<file path="config.mk">
export PLATFORM = sky130hd
export DESIGN_NAME = smbb_top
export DESIGN_NICKNAME = d
export VERILOG_FILES = /design/src/rtl/smbb_pkg.sv /design/src/rtl/smbb_index.sv /design/src/rtl/smbb_store.sv /design/src/rtl/smbb_hsk.sv /design/src/rtl/smbb_top.sv
export SDC_FILE = /design/constraint.sdc
export NUM_CORES = 1
export LEC_CHECK = 0
export BUFFER_PORTS_ARGS = -buffer_cell sky130_fd_sc_hd__buf_4
export CORE_ASPECT_RATIO = 0.8
export CORE_MARGIN = 5
export CORE_UTILIZATION = 36
export CTS_BUF_LIST = sky130_fd_sc_hd__clkbuf_16
export DETAILED_ROUTE_END_ITERATION = 10
export GPL_ROUTABILITY_DRIVEN = 1
export PLACE_DENSITY = 0.52
export REMOVE_ABC_BUFFERS = 1
export SYNTH_ARGS = -nofsm -noshare
export SYNTH_HDL_FRONTEND = slang
export SYNTH_HIERARCHICAL = 1
export SYNTH_SLANG_ARGS = --single-unit
</file>
<file path="constraint.sdc">
create_clock -name clk -period 2.65 [get_ports clk]
set_input_delay 0.1325 -clock clk [delete_from_list [all_inputs] [get_ports clk]]
set_output_delay 0.1325 -clock clk [all_outputs]
set_load 0.05 [all_outputs]
</file>
<file path="src/rtl/smbb_pkg.sv">
package smbb_pkg;
    typedef enum logic [2:0] {
        SEL_STS = 3'd0,
        SEL_CTL = 3'd1,
        SEL_CNT = 3'd2,
        SEL_BLK = 3'd3,
        SEL_AUX = 3'd4
    } smbb_sel_e;

    localparam int AUX_CRC_BIT  = 0;
    localparam int AUX_BUF_BIT  = 1;
    localparam int STS_DONE_BIT = 7;
    localparam int STS_CERR_BIT = 4;
endpackage

</file>
<file path="src/rtl/smbb_index.sv">
module smbb_index #(
    parameter int DEPTH = 32,
    parameter int IW    = $clog2(DEPTH)
) (
    input  logic          clk,
    input  logic          rst_n,
    input  logic          clr,
    input  logic          step,
    output logic [IW-1:0] idx
);
    localparam logic [IW-1:0] TOP = IW'(DEPTH - 1);

    typedef struct packed {
        logic [IW-1:0] idx;
    } st_t;

    st_t st_d, st_q;

    always_comb begin
        st_d = st_q;
        if (clr) begin
            st_d.idx = '0;
        end else if (step && st_q.idx != TOP) begin
            st_d.idx = st_q.idx + 1'b1;
        end
    end

    always_ff @(posedge clk) begin
        if (!rst_n) st_q <= '0;
        else        st_q <= st_d;
    end

    assign idx = st_q.idx;


    idx_saturate_chk: assert property (@(posedge clk) disable iff (!rst_n)
        (st_q.idx == TOP && !clr) |=> (idx == TOP));


    idx_step_chk: assert property (@(posedge clk) disable iff (!rst_n)
        (step && !clr && st_q.idx != TOP) |=> (idx == $past(idx) + 1'b1));
endmodule

</file>
<file path="src/rtl/smbb_store.sv">
module smbb_store #(
    parameter int DEPTH = 32,
    parameter int DW    = 8,
    parameter int IW    = $clog2(DEPTH)
) (
    input  logic          clk,
    input  logic          rst_n,
    input  logic [IW-1:0] a_idx,
    input  logic          a_we,
    input  logic [DW-1:0] a_data,
    output logic [DW-1:0] a_rdata,
    input  logic [IW-1:0] b_idx,
    input  logic          b_we,
    input  logic [DW-1:0] b_data,
    output logic [DW-1:0] b_rdata
);
    typedef struct packed {
        logic [DEPTH-1:0][DW-1:0] ent;
    } st_t;

    st_t st_d, st_q;

    always_comb begin
        st_d = st_q;
        if (a_we) st_d.ent[a_idx] = a_data;
        if (b_we) st_d.ent[b_idx] = b_data;
    end

    always_ff @(posedge clk) begin
        if (!rst_n) st_q <= '0;
        else        st_q <= st_d;
    end

    assign a_rdata = st_q.ent[a_idx];
    assign b_rdata = st_q.ent[b_idx];


    seq_write_lands_chk: assert property (@(posedge clk) disable iff (!rst_n)
        b_we |=> (st_q.ent[$past(b_idx)] == $past(b_data)));
endmodule

</file>
<file path="src/rtl/smbb_hsk.sv">
module smbb_hsk #(
    parameter int DEPTH = 32,
    parameter int DW    = 8
) (
    input  logic          clk,
    input  logic          rst_n,
    input  logic          start,
    input  logic          ev,
    input  logic          w1c,
    input  logic          cnt_we,
    input  logic [DW-1:0] cnt_wdata,
    input  logic          rx_vld,
    input  logic [DW-1:0] rx_cnt,
    output logic          done,
    output logic [DW-1:0] cnt,
    output logic          cerr
);
    localparam logic [DW-1:0] MAXCNT = DW'(DEPTH);

    typedef struct packed {
        logic          done;
        logic [DW-1:0] cnt;
        logic          cerr;
    } st_t;

    st_t st_d, st_q;

    always_comb begin
        st_d = st_q;
        if (start) st_d.cerr = 1'b0;
        if (cnt_we) st_d.cnt = cnt_wdata;
        if (rx_vld) begin
            st_d.cnt  = rx_cnt;
            st_d.cerr = (rx_cnt == '0) || (rx_cnt > MAXCNT);
        end
        if (w1c) st_d.done = 1'b0;
        if (ev)  st_d.done = 1'b1;
    end

    always_ff @(posedge clk) begin
        if (!rst_n) st_q <= '0;
        else        st_q <= st_d;
    end

    assign done = st_q.done;
    assign cnt  = st_q.cnt;
    assign cerr = st_q.cerr;


    done_set_chk: assert property (@(posedge clk) disable iff (!rst_n)
        ev |=> done);


    cnt_capture_chk: assert property (@(posedge clk) disable iff (!rst_n)
        rx_vld |=> (cnt == $past(rx_cnt)));
endmodule

</file>
<file path="src/rtl/smbb_top.sv">
module smbb_top
    import smbb_pkg::*;
#(
    parameter int DEPTH = 32,
    parameter int DW    = 8
) (
    input  logic          clk,
    input  logic          rst_n,
    input  logic          sw_we,
    input  logic          sw_re,
    input  logic [2:0]    sw_sel,
    input  logic [DW-1:0] sw_wdata,
    output logic [DW-1:0] sw_rdata,
    output logic          crc_en,
    input  logic          seq_start,
    input  logic          seq_take,
    input  logic          seq_put,
    input  logic          seq_cnt_vld,
    input  logic [DW-1:0] seq_rx_data,
    output logic [DW-1:0] seq_tx_data,
    output logic          seq_buf_mode,
    output logic          seq_stall,
    output logic          seq_last,
    output logic          cnt_err
);
    localparam int IW = $clog2(DEPTH);

    typedef struct packed {
        logic [1:0]    aux;
        logic          mode;
        logic [DW-1:0] hold;
    } st_t;

    st_t st_d, st_q;

    logic          sel_blk, sel_aux, sel_ctl, sel_sts, sel_cnt;
    logic          buf_en;
    logic          sw_clr, sw_step, seq_step;
    logic [IW-1:0] sw_idx, seq_idx;
    logic          mem_a_we, mem_b_we, hs_ev, hs_w1c;
    logic [DW-1:0] mem_a_rd, mem_b_rd, cnt_val;
    logic          done;

    assign sel_blk = (sw_sel == SEL_BLK);
    assign sel_aux = (sw_sel == SEL_AUX);
    assign sel_ctl = (sw_sel == SEL_CTL);
    assign sel_sts = (sw_sel == SEL_STS);
    assign sel_cnt = (sw_sel == SEL_CNT);
    assign buf_en  = st_q.aux[AUX_BUF_BIT];

    assign sw_clr   = (sw_re && sel_ctl) ||
                      (sw_we && sel_aux && buf_en && !sw_wdata[AUX_BUF_BIT]);
    assign sw_step  = buf_en && sel_blk && (sw_re || sw_we);
    assign seq_step = seq_take || seq_put;
    assign mem_a_we = sw_we && sel_blk && buf_en;
    assign mem_b_we = seq_put && st_q.mode;
    assign hs_ev    = !st_q.mode && seq_step;
    assign hs_w1c   = sw_we && sel_sts && sw_wdata[STS_DONE_BIT];

    smbb_index #(.DEPTH(DEPTH)) u_sw_idx (
        .clk(clk), .rst_n(rst_n), .clr(sw_clr), .step(sw_step), .idx(sw_idx)
    );

    smbb_index #(.DEPTH(DEPTH)) u_seq_idx (
        .clk(clk), .rst_n(rst_n), .clr(seq_start), .step(seq_step), .idx(seq_idx)
    );

    smbb_store #(.DEPTH(DEPTH), .DW(DW)) u_store (
        .clk(clk), .rst_n(rst_n),
        .a_idx(sw_idx), .a_we(mem_a_we), .a_data(sw_wdata), .a_rdata(mem_a_rd),
        .b_idx(seq_idx), .b_we(mem_b_we), .b_data(seq_rx_data), .b_rdata(mem_b_rd)
    );

    smbb_hsk #(.DEPTH(DEPTH), .DW(DW)) u_hsk (
        .clk(clk), .rst_n(rst_n), .start(seq_start), .ev(hs_ev), .w1c(hs_w1c),
        .cnt_we(sw_we && sel_cnt), .cnt_wdata(sw_wdata),
        .rx_vld(seq_cnt_vld), .rx_cnt(seq_rx_data),
        .done(done), .cnt(cnt_val), .cerr(cnt_err)
    );

    always_comb begin
        st_d = st_q;
        if (sw_we && sel_aux) st_d.aux = sw_wdata[1:0];
        if (seq_start) st_d.mode = buf_en;
        if (sw_we && sel_blk && !buf_en) st_d.hold = sw_wdata;
        if (seq_put && !st_q.mode) st_d.hold = seq_rx_data;
    end

    always_ff @(posedge clk) begin
        if (!rst_n) st_q <= '0;
        else        st_q <= st_d;
    end

    always_comb begin
        sw_rdata = '0;
        case (sw_sel)
            SEL_STS: begin
                sw_rdata[STS_DONE_BIT] = done;
                sw_rdata[STS_CERR_BIT] = cnt_err;
            end
            SEL_CNT: sw_rdata = cnt_val;
            SEL_BLK: sw_rdata = buf_en ? mem_a_rd : st_q.hold;
            SEL_AUX: sw_rdata[1:0] = st_q.aux;
            default: sw_rdata = '0;
        endcase
    end

    assign crc_en       = st_q.aux[AUX_CRC_BIT];
    assign seq_buf_mode = st_q.mode;
    assign seq_tx_data  = st_q.mode ? mem_b_rd : st_q.hold;
    assign seq_stall    = !st_q.mode && done;
    assign seq_last     = ((DW'(seq_idx) + 1'b1) == cnt_val);


    mode_latch_chk: assert property (@(posedge clk) disable iff (!rst_n)
        seq_start |=> (seq_buf_mode == $past(buf_en)));


    done_clear_chk: assert property (@(posedge clk) disable iff (!rst_n)
        (hs_w1c && !hs_ev) |=> !seq_stall);
endmodule

</file>
* After elaboration in Yosys (flattened, before gate mapping)
Cells that the tools add are included.
** Cells by class
- Add/subtract/negate cells :: 3
- Muxes and demuxes :: 26
- Order comparisons :: 5
- Bitwise logic cells :: 1
- Reductions and logical operators :: 35
- Equal/unequal tests :: 7
** Operator list (count)
- $bwmux 256 :: 2
- $mux 256 :: 2
- $bmux 8 s5 :: 2
- $demux 8 s5 :: 2
- $mux 8 :: 9
- $logic_and 1x1->1 :: 20
- $lt 5x6->1 const B :: 2
- $add 5x1->5 const B :: 2
- $ge 5x1->1 const B :: 2
- $ne 5x5->1 const B :: 2
- $mux 9 :: 1
- $eq 6x8->1 :: 1
- $gt 8x6->1 const B :: 1
- $logic_not 8->1 :: 1
- $pmux 2 s2 :: 2
- $reduce_bool 2->1 :: 4
- $add 5x1->6 const B :: 1
- $eq 3x2->1 const B :: 2
- $pmux 1 s3 :: 2
- $pmux 2 s3 :: 1
- $logic_or 1x1->1 :: 4
- $reduce_or 2->1 :: 2
- $eq 3x1->1 const B :: 1
- $eq 3x3->1 const B :: 1
- other kinds (4) :: 8
** Storage, ports and cells
- Bits in registers :: 287
- Output and inout port bits :: 21
- Logic and storage cells :: 117

* Depth between registers and ports, before layout
- Depth in word-level cells :: 8
- Mapped depth :: 11
- Depth with buffers taken out :: 8

* By module
Netlist, hierarchy kept.
** By module, submodules not included
- smbb_store :: cells an instance 1763, area an instance 15720.1 um^2, instances 1, sequential area each 5124.9 um^2
- smbb_top :: cells an instance 131, area an instance 1088.5 um^2, instances 1, sequential area each 220.2 um^2
- smbb_index :: cells an instance 26, area an instance 239.0 um^2, instances 2, sequential area each 100.1 um^2
- smbb_hsk :: cells an instance 47, area an instance 457.9 um^2, instances 1, sequential area each 200.2 um^2

* Worst setup path before layout
No wires, ideal clock.
- Path type :: register -> output
- Start point :: register u_sw_idx.st_q (netlist bit u_sw_idx/idx[0])
- End point :: output port sw_rdata[2]
- Setup slack :: -209 ps
- Cell stages (with the launch flop) :: 9
- Buffers on the path :: 2
- Arrival :: 2727 ps
- Cells stage by stage :: dfxtp_1 > clkbuf_1 > or4b_1 > buf_2 > o22ai_1 > nor4_1 > nand2_1 > mux2i_1 > a211oi_1
** Between the ends
- Word-level cells in the longest chain between the ends :: 4
** RTL lines
- start, declared :: RTL line smbb_index.sv:17 : st_t st_d, st_q;
- start signal, assigned :: RTL line smbb_index.sv:30 : else st_q <= st_d;
- $bmux 8 s5 :: RTL line smbb_store.sv:34 : assign a_rdata = st_q.ent[a_idx];
- $mux 8 (not written as such) :: RTL line smbb_store.sv:34
- named net mem_a_rd[2] :: RTL line smbb_top.sv:41 : logic [DW-1:0] mem_a_rd, mem_b_rd, cnt_val;
- $mux 8 :: RTL line smbb_top.sv:102 : SEL_BLK: sw_rdata = buf_en ? mem_a_rd : st_q.hold;
- $pmux 2 s2 :: RTL line smbb_top.sv:96 : case (sw_sel)
- end, declared :: RTL line smbb_top.sv:13 : output logic [DW-1:0] sw_rdata,
The timed path passes the listed nets, and every way through them passes these cells. The select of a mux whose other input is x is not followed.

* Worst setup path in the final report
- Start point :: register u_seq_idx.st_q (netlist bit u_seq_idx/idx[1])
- End point :: output port seq_tx_data[3]
** Between the ends
- Word-level cells in the longest chain between the ends :: 3
** RTL lines
- start, declared :: RTL line smbb_index.sv:17
- start signal, assigned :: RTL line smbb_index.sv:30
- $bmux 8 s5 :: RTL line smbb_store.sv:35 : assign b_rdata = st_q.ent[b_idx];
- $mux 8 (not written as such) :: RTL line smbb_store.sv:35
- named net mem_b_rd[3] :: RTL line smbb_top.sv:41
- $mux 8 :: RTL line smbb_top.sv:110 : assign seq_tx_data = st_q.mode ? mem_b_rd : st_q.hold;
- end, declared :: RTL line smbb_top.sv:20 : output logic [DW-1:0] seq_tx_data,
The timed path passes the listed nets, and every way through them passes these cells. The select of a mux whose other input is x is not followed.

==> results.py <==
metrics = {
    "synthesis": {
        "ys_ff_latch": 287,
        "synth-async-reset-ratio_pct": 0,
        "synth_top_area_share_pct": 32.4,
        "synth_area_leader_cell": "dfxtp_1",
        "syn_area_per_cell_sq_um": 8.90,
        "synth_cells": 1993,
        "synth_area_leaders": "dfxtp_1 (32%), mux2i_1 (31%), a21oi_1 (7.7%)",
        "synth_top_flop_cell": "dfxtp_1",
        "ys_types": 63,
        "synth_edf_count": 0,
        "syn_area_sq_mm": 0.0177,
        "yosysSeqAreaShare_pct": 32.4,
        "synth_warnings": 6,
    },
    "cts": {
        "path_clk_slew_ns": 0.06,
        "clock_latency_ns": 0.59,
        "clockRootBuffer": "clkbuf_16",
        "cts_max_level": 1,
        "cts_num_sinks": 287,
        "cts_tree": "done",
        "clock_path_buffers": 3,
        "cts_buffers": 31,
    },
    "routing": {
        "dr_total_vias": 17400,
        "drc": 0,
        "dr.pass1.iters": 5,
        "drt_first_iter_violations": 2119,
        "via_per_inst": 6.25,
        "wirelength_mm": 82.4,
        "routedWlPerCell_um": 29.6,
        "ant_nets": 0,
    },
    "hold_path": {
        "min_path_type": "input port to flip-flop",
    },
    "final_layout": {
        "syn_to_final_growth_pct": 32.3,
        "nets": 2162,
        "fillers": 4533,
        "drive_gt1_share_pct": 29.8,
        "finish.instance_area_sq_mm": 0.0235,
        "layout_commonest_cell": "mux2i_1",
        "instances_no_fill": 2783,
        "final_cell_mix": "mux2i_1 (429), dfxtp_1 (280), a21oi_1 (272), o21ai_0 (267), buf_4 (221)",
    },
    "timing": {
        "slew_viol_final": 0,
        "timing.hold.ws_ns": 0.0280,
        "final.period_utilization_pct": 115,
        "clock_skew_ns": 0.0217,
        "slew_headroom_pct": 49.7,
        "rsz0062_at_grt": "yes",
        "hold_viol": 0,
        "worst_slew_pin_slew_ns": 0.752,
        "setup_ws_ns": -0.410,
        "fin_crit_ns": 3.06,
        "fmax_ghz": 0.327,
        "finalSetupViolations": 16,
    },
    "floorplan": {
        "dieHeight_um": 209,
        "num_rows": 72,
        "dieArea_sq_mm": 0.0539,
        "core-area_sq_mm": 0.0486,
        "fp.dieW_um": 258,
        "num_io_pins": 48,
        "start_util_pct": 36.5,
    },
    "place": {
        "dpl_cell_area_sq_mm": 0.0195,
        "dpl.cell_count": 2646,
        "hpwl_mm": 55.5,
        "port_buffers": 47,
        "preCtsSetupSlack_ns": -0.0357,
        "gp_congestion": 1.10,
    },
    "critical_path": {
        "crit_type": "flip-flop to output pin",
        "worstPathArrival_ns": 2.93,
        "cp_max_fo": 7,
        "worstPathRequired_ns": 2.52,
        "cp-end-kind": "output pin",
        "critPathLaunchType": "flip-flop",
    },
    "power_and_ir_drop": {
        "total_power_w": 0.00950,
        "leakagePower_nw": 9.11,
        "ir_drop_uv": 426,
        "powerDensity_mw_per_mm2": 405,
    },
    "grt": {
        "grt_pass1_wl_mm": 116,
        "track_usage_pct": 28.7,
        "grt_max_degree": 84,
        "grt_antenna_before_repair": 0,
        "grt_pass1_vias": 15800,
        "overflow": 0,
    },
    "job": {
        "cap_violations": 0,
    },
    "status": {
        "status": "complete, but fails checks",
        "violations": "negative setup slack",
    },
}
## cells in the mapped netlist, drive strengths merged, types with 2 or more instances
master and count:
nor3 4, nand2 97, or4b 8, and3b 10, clkbuf 94, ha 5, and3 8, or4 3
o211a 7, a211oi 6, dfxtp 287, nand3b 4, buf 106, nor2 16, nand2b 6, a211o 2
xnor2 3, xor2 5, o22ai 128, and2 2, a21oi 272, o21ai 274, nand4bb 8, or4bb 4
or3 3, nand3 8, nand4b 9, nor2b 9, and2b 2, o22a 2, nor3b 7, mux2 8
nor4 32, a31oi 2, mux2i 541, nand4 3
## kinds of logic (layout without fill, tap and decap cells)
logic type / Yosys count / after routing / synth area share [%]
mux: 549 / 549 / 31.0
xor+xnor: 8 / 8 / 0.395
buf+inv: 202 / 360 / 5.49
other cells: 0 / 3 / 0
flops: 287 / 287 / 32.4
simple gates: 246 / 246 / 9.36
fa+ha+maj: 5 / 5 / 0.353
compound gates: 696 / 696 / 21.0
## through the flow
| stage | util [%] | setup TNS, ns |
|---|---|---|
| 2_1_floorplan | - | -947.86 |
| 3_3_place_gp | 40.2 | -0.245 |
| 3_5_place_dp | 40.2 | -0.0676 |
| 4_1_cts | 45.6 | -5.08 |
| 5_1_grt | 48.3 | -6.22 |
| 6_report | 48.3 | -5.16 |
## report_power, final
part | switching (W) | internal, W
logic | 0.000586 | 0.000301
registers | 0.0000281 | 0.00433
clock network | 0.00187 | 0.00239
## path summary, 6_finish.rpt
check | endpoint | cells after the start | startpoint | slack [ns]
worst min-delay path | u_seq_idx/idx[4] | 5 | seq_take | 0.03
worst min register to register | u_store/st_q[244] | 2 | u_store/st_q[244] | 0.56
worst max register to register | u_store/st_q[177] | 10 | u_seq_idx/idx[1] | 0.12
worst max-delay path | seq_tx_data[3] | 10 | u_seq_idx/idx[1] | -0.41
## routing by layer
metal	global-route usage, %	wire (um)	vias to the layer above
met5	0	0	-
met4	6.81	2420	0
met3	6.18	8590	131
met2	41.9	34500	870
met1	43.3	36900	8620
li1	-	-	7775
## layout make-up
| cell class | count | area, sq um | area share (%) |
|---|---|---|---|
| multi-input combinational | 1504 | 12800 | 54.6 |
| sequential | 287 | 5770 | 24.6 |
| timing repair buffer | 304 | 3120 | 13.3 |
| tap | 629 | 787 | 3.35 |
| clock buffer | 31 | 776 | 3.31 |
| clock inverter | 23 | 176 | 0.752 |
| inverter | 2 | 7.51 | 0.0320 |
| antenna | 3 | 7.51 | 0.0320 |
## timing repair
action / CTS / global route
cloned: 7 / 6
hold endpoints to repair: 7 / 0
setup endpoints to repair: 17 / 34
hold buffers: 2 / 0
setup buffers: 33 / 40
gates resized for setup: 234 / 164
pin swaps: 46 / 50
## sequential cells by signal, summed over array words and instances (netlist names)
signal / count
buf_en: 1
u_hsk/cerr: 1
u_hsk/done: 1
u_hsk/cnt: 8
u_sw_idx/idx: 5
u_seq_idx/idx: 5
seq_buf_mode: 1
crc_en: 1
u_store/st_q: 256
st_q: 8
## critical path: stages (launching register included)
cell,delay [ns]
dfxtp_4,0.37
buf_12,0.13
buf_12,0.12
buf_16,0.14
buf_6,0.16
mux2i_2,0.25
o22ai_1,0.16
nor4_1,0.32
nand2_1,0.19
mux2_4,0.32
buf_8,0.15
(Power assumes the default switching activity.)
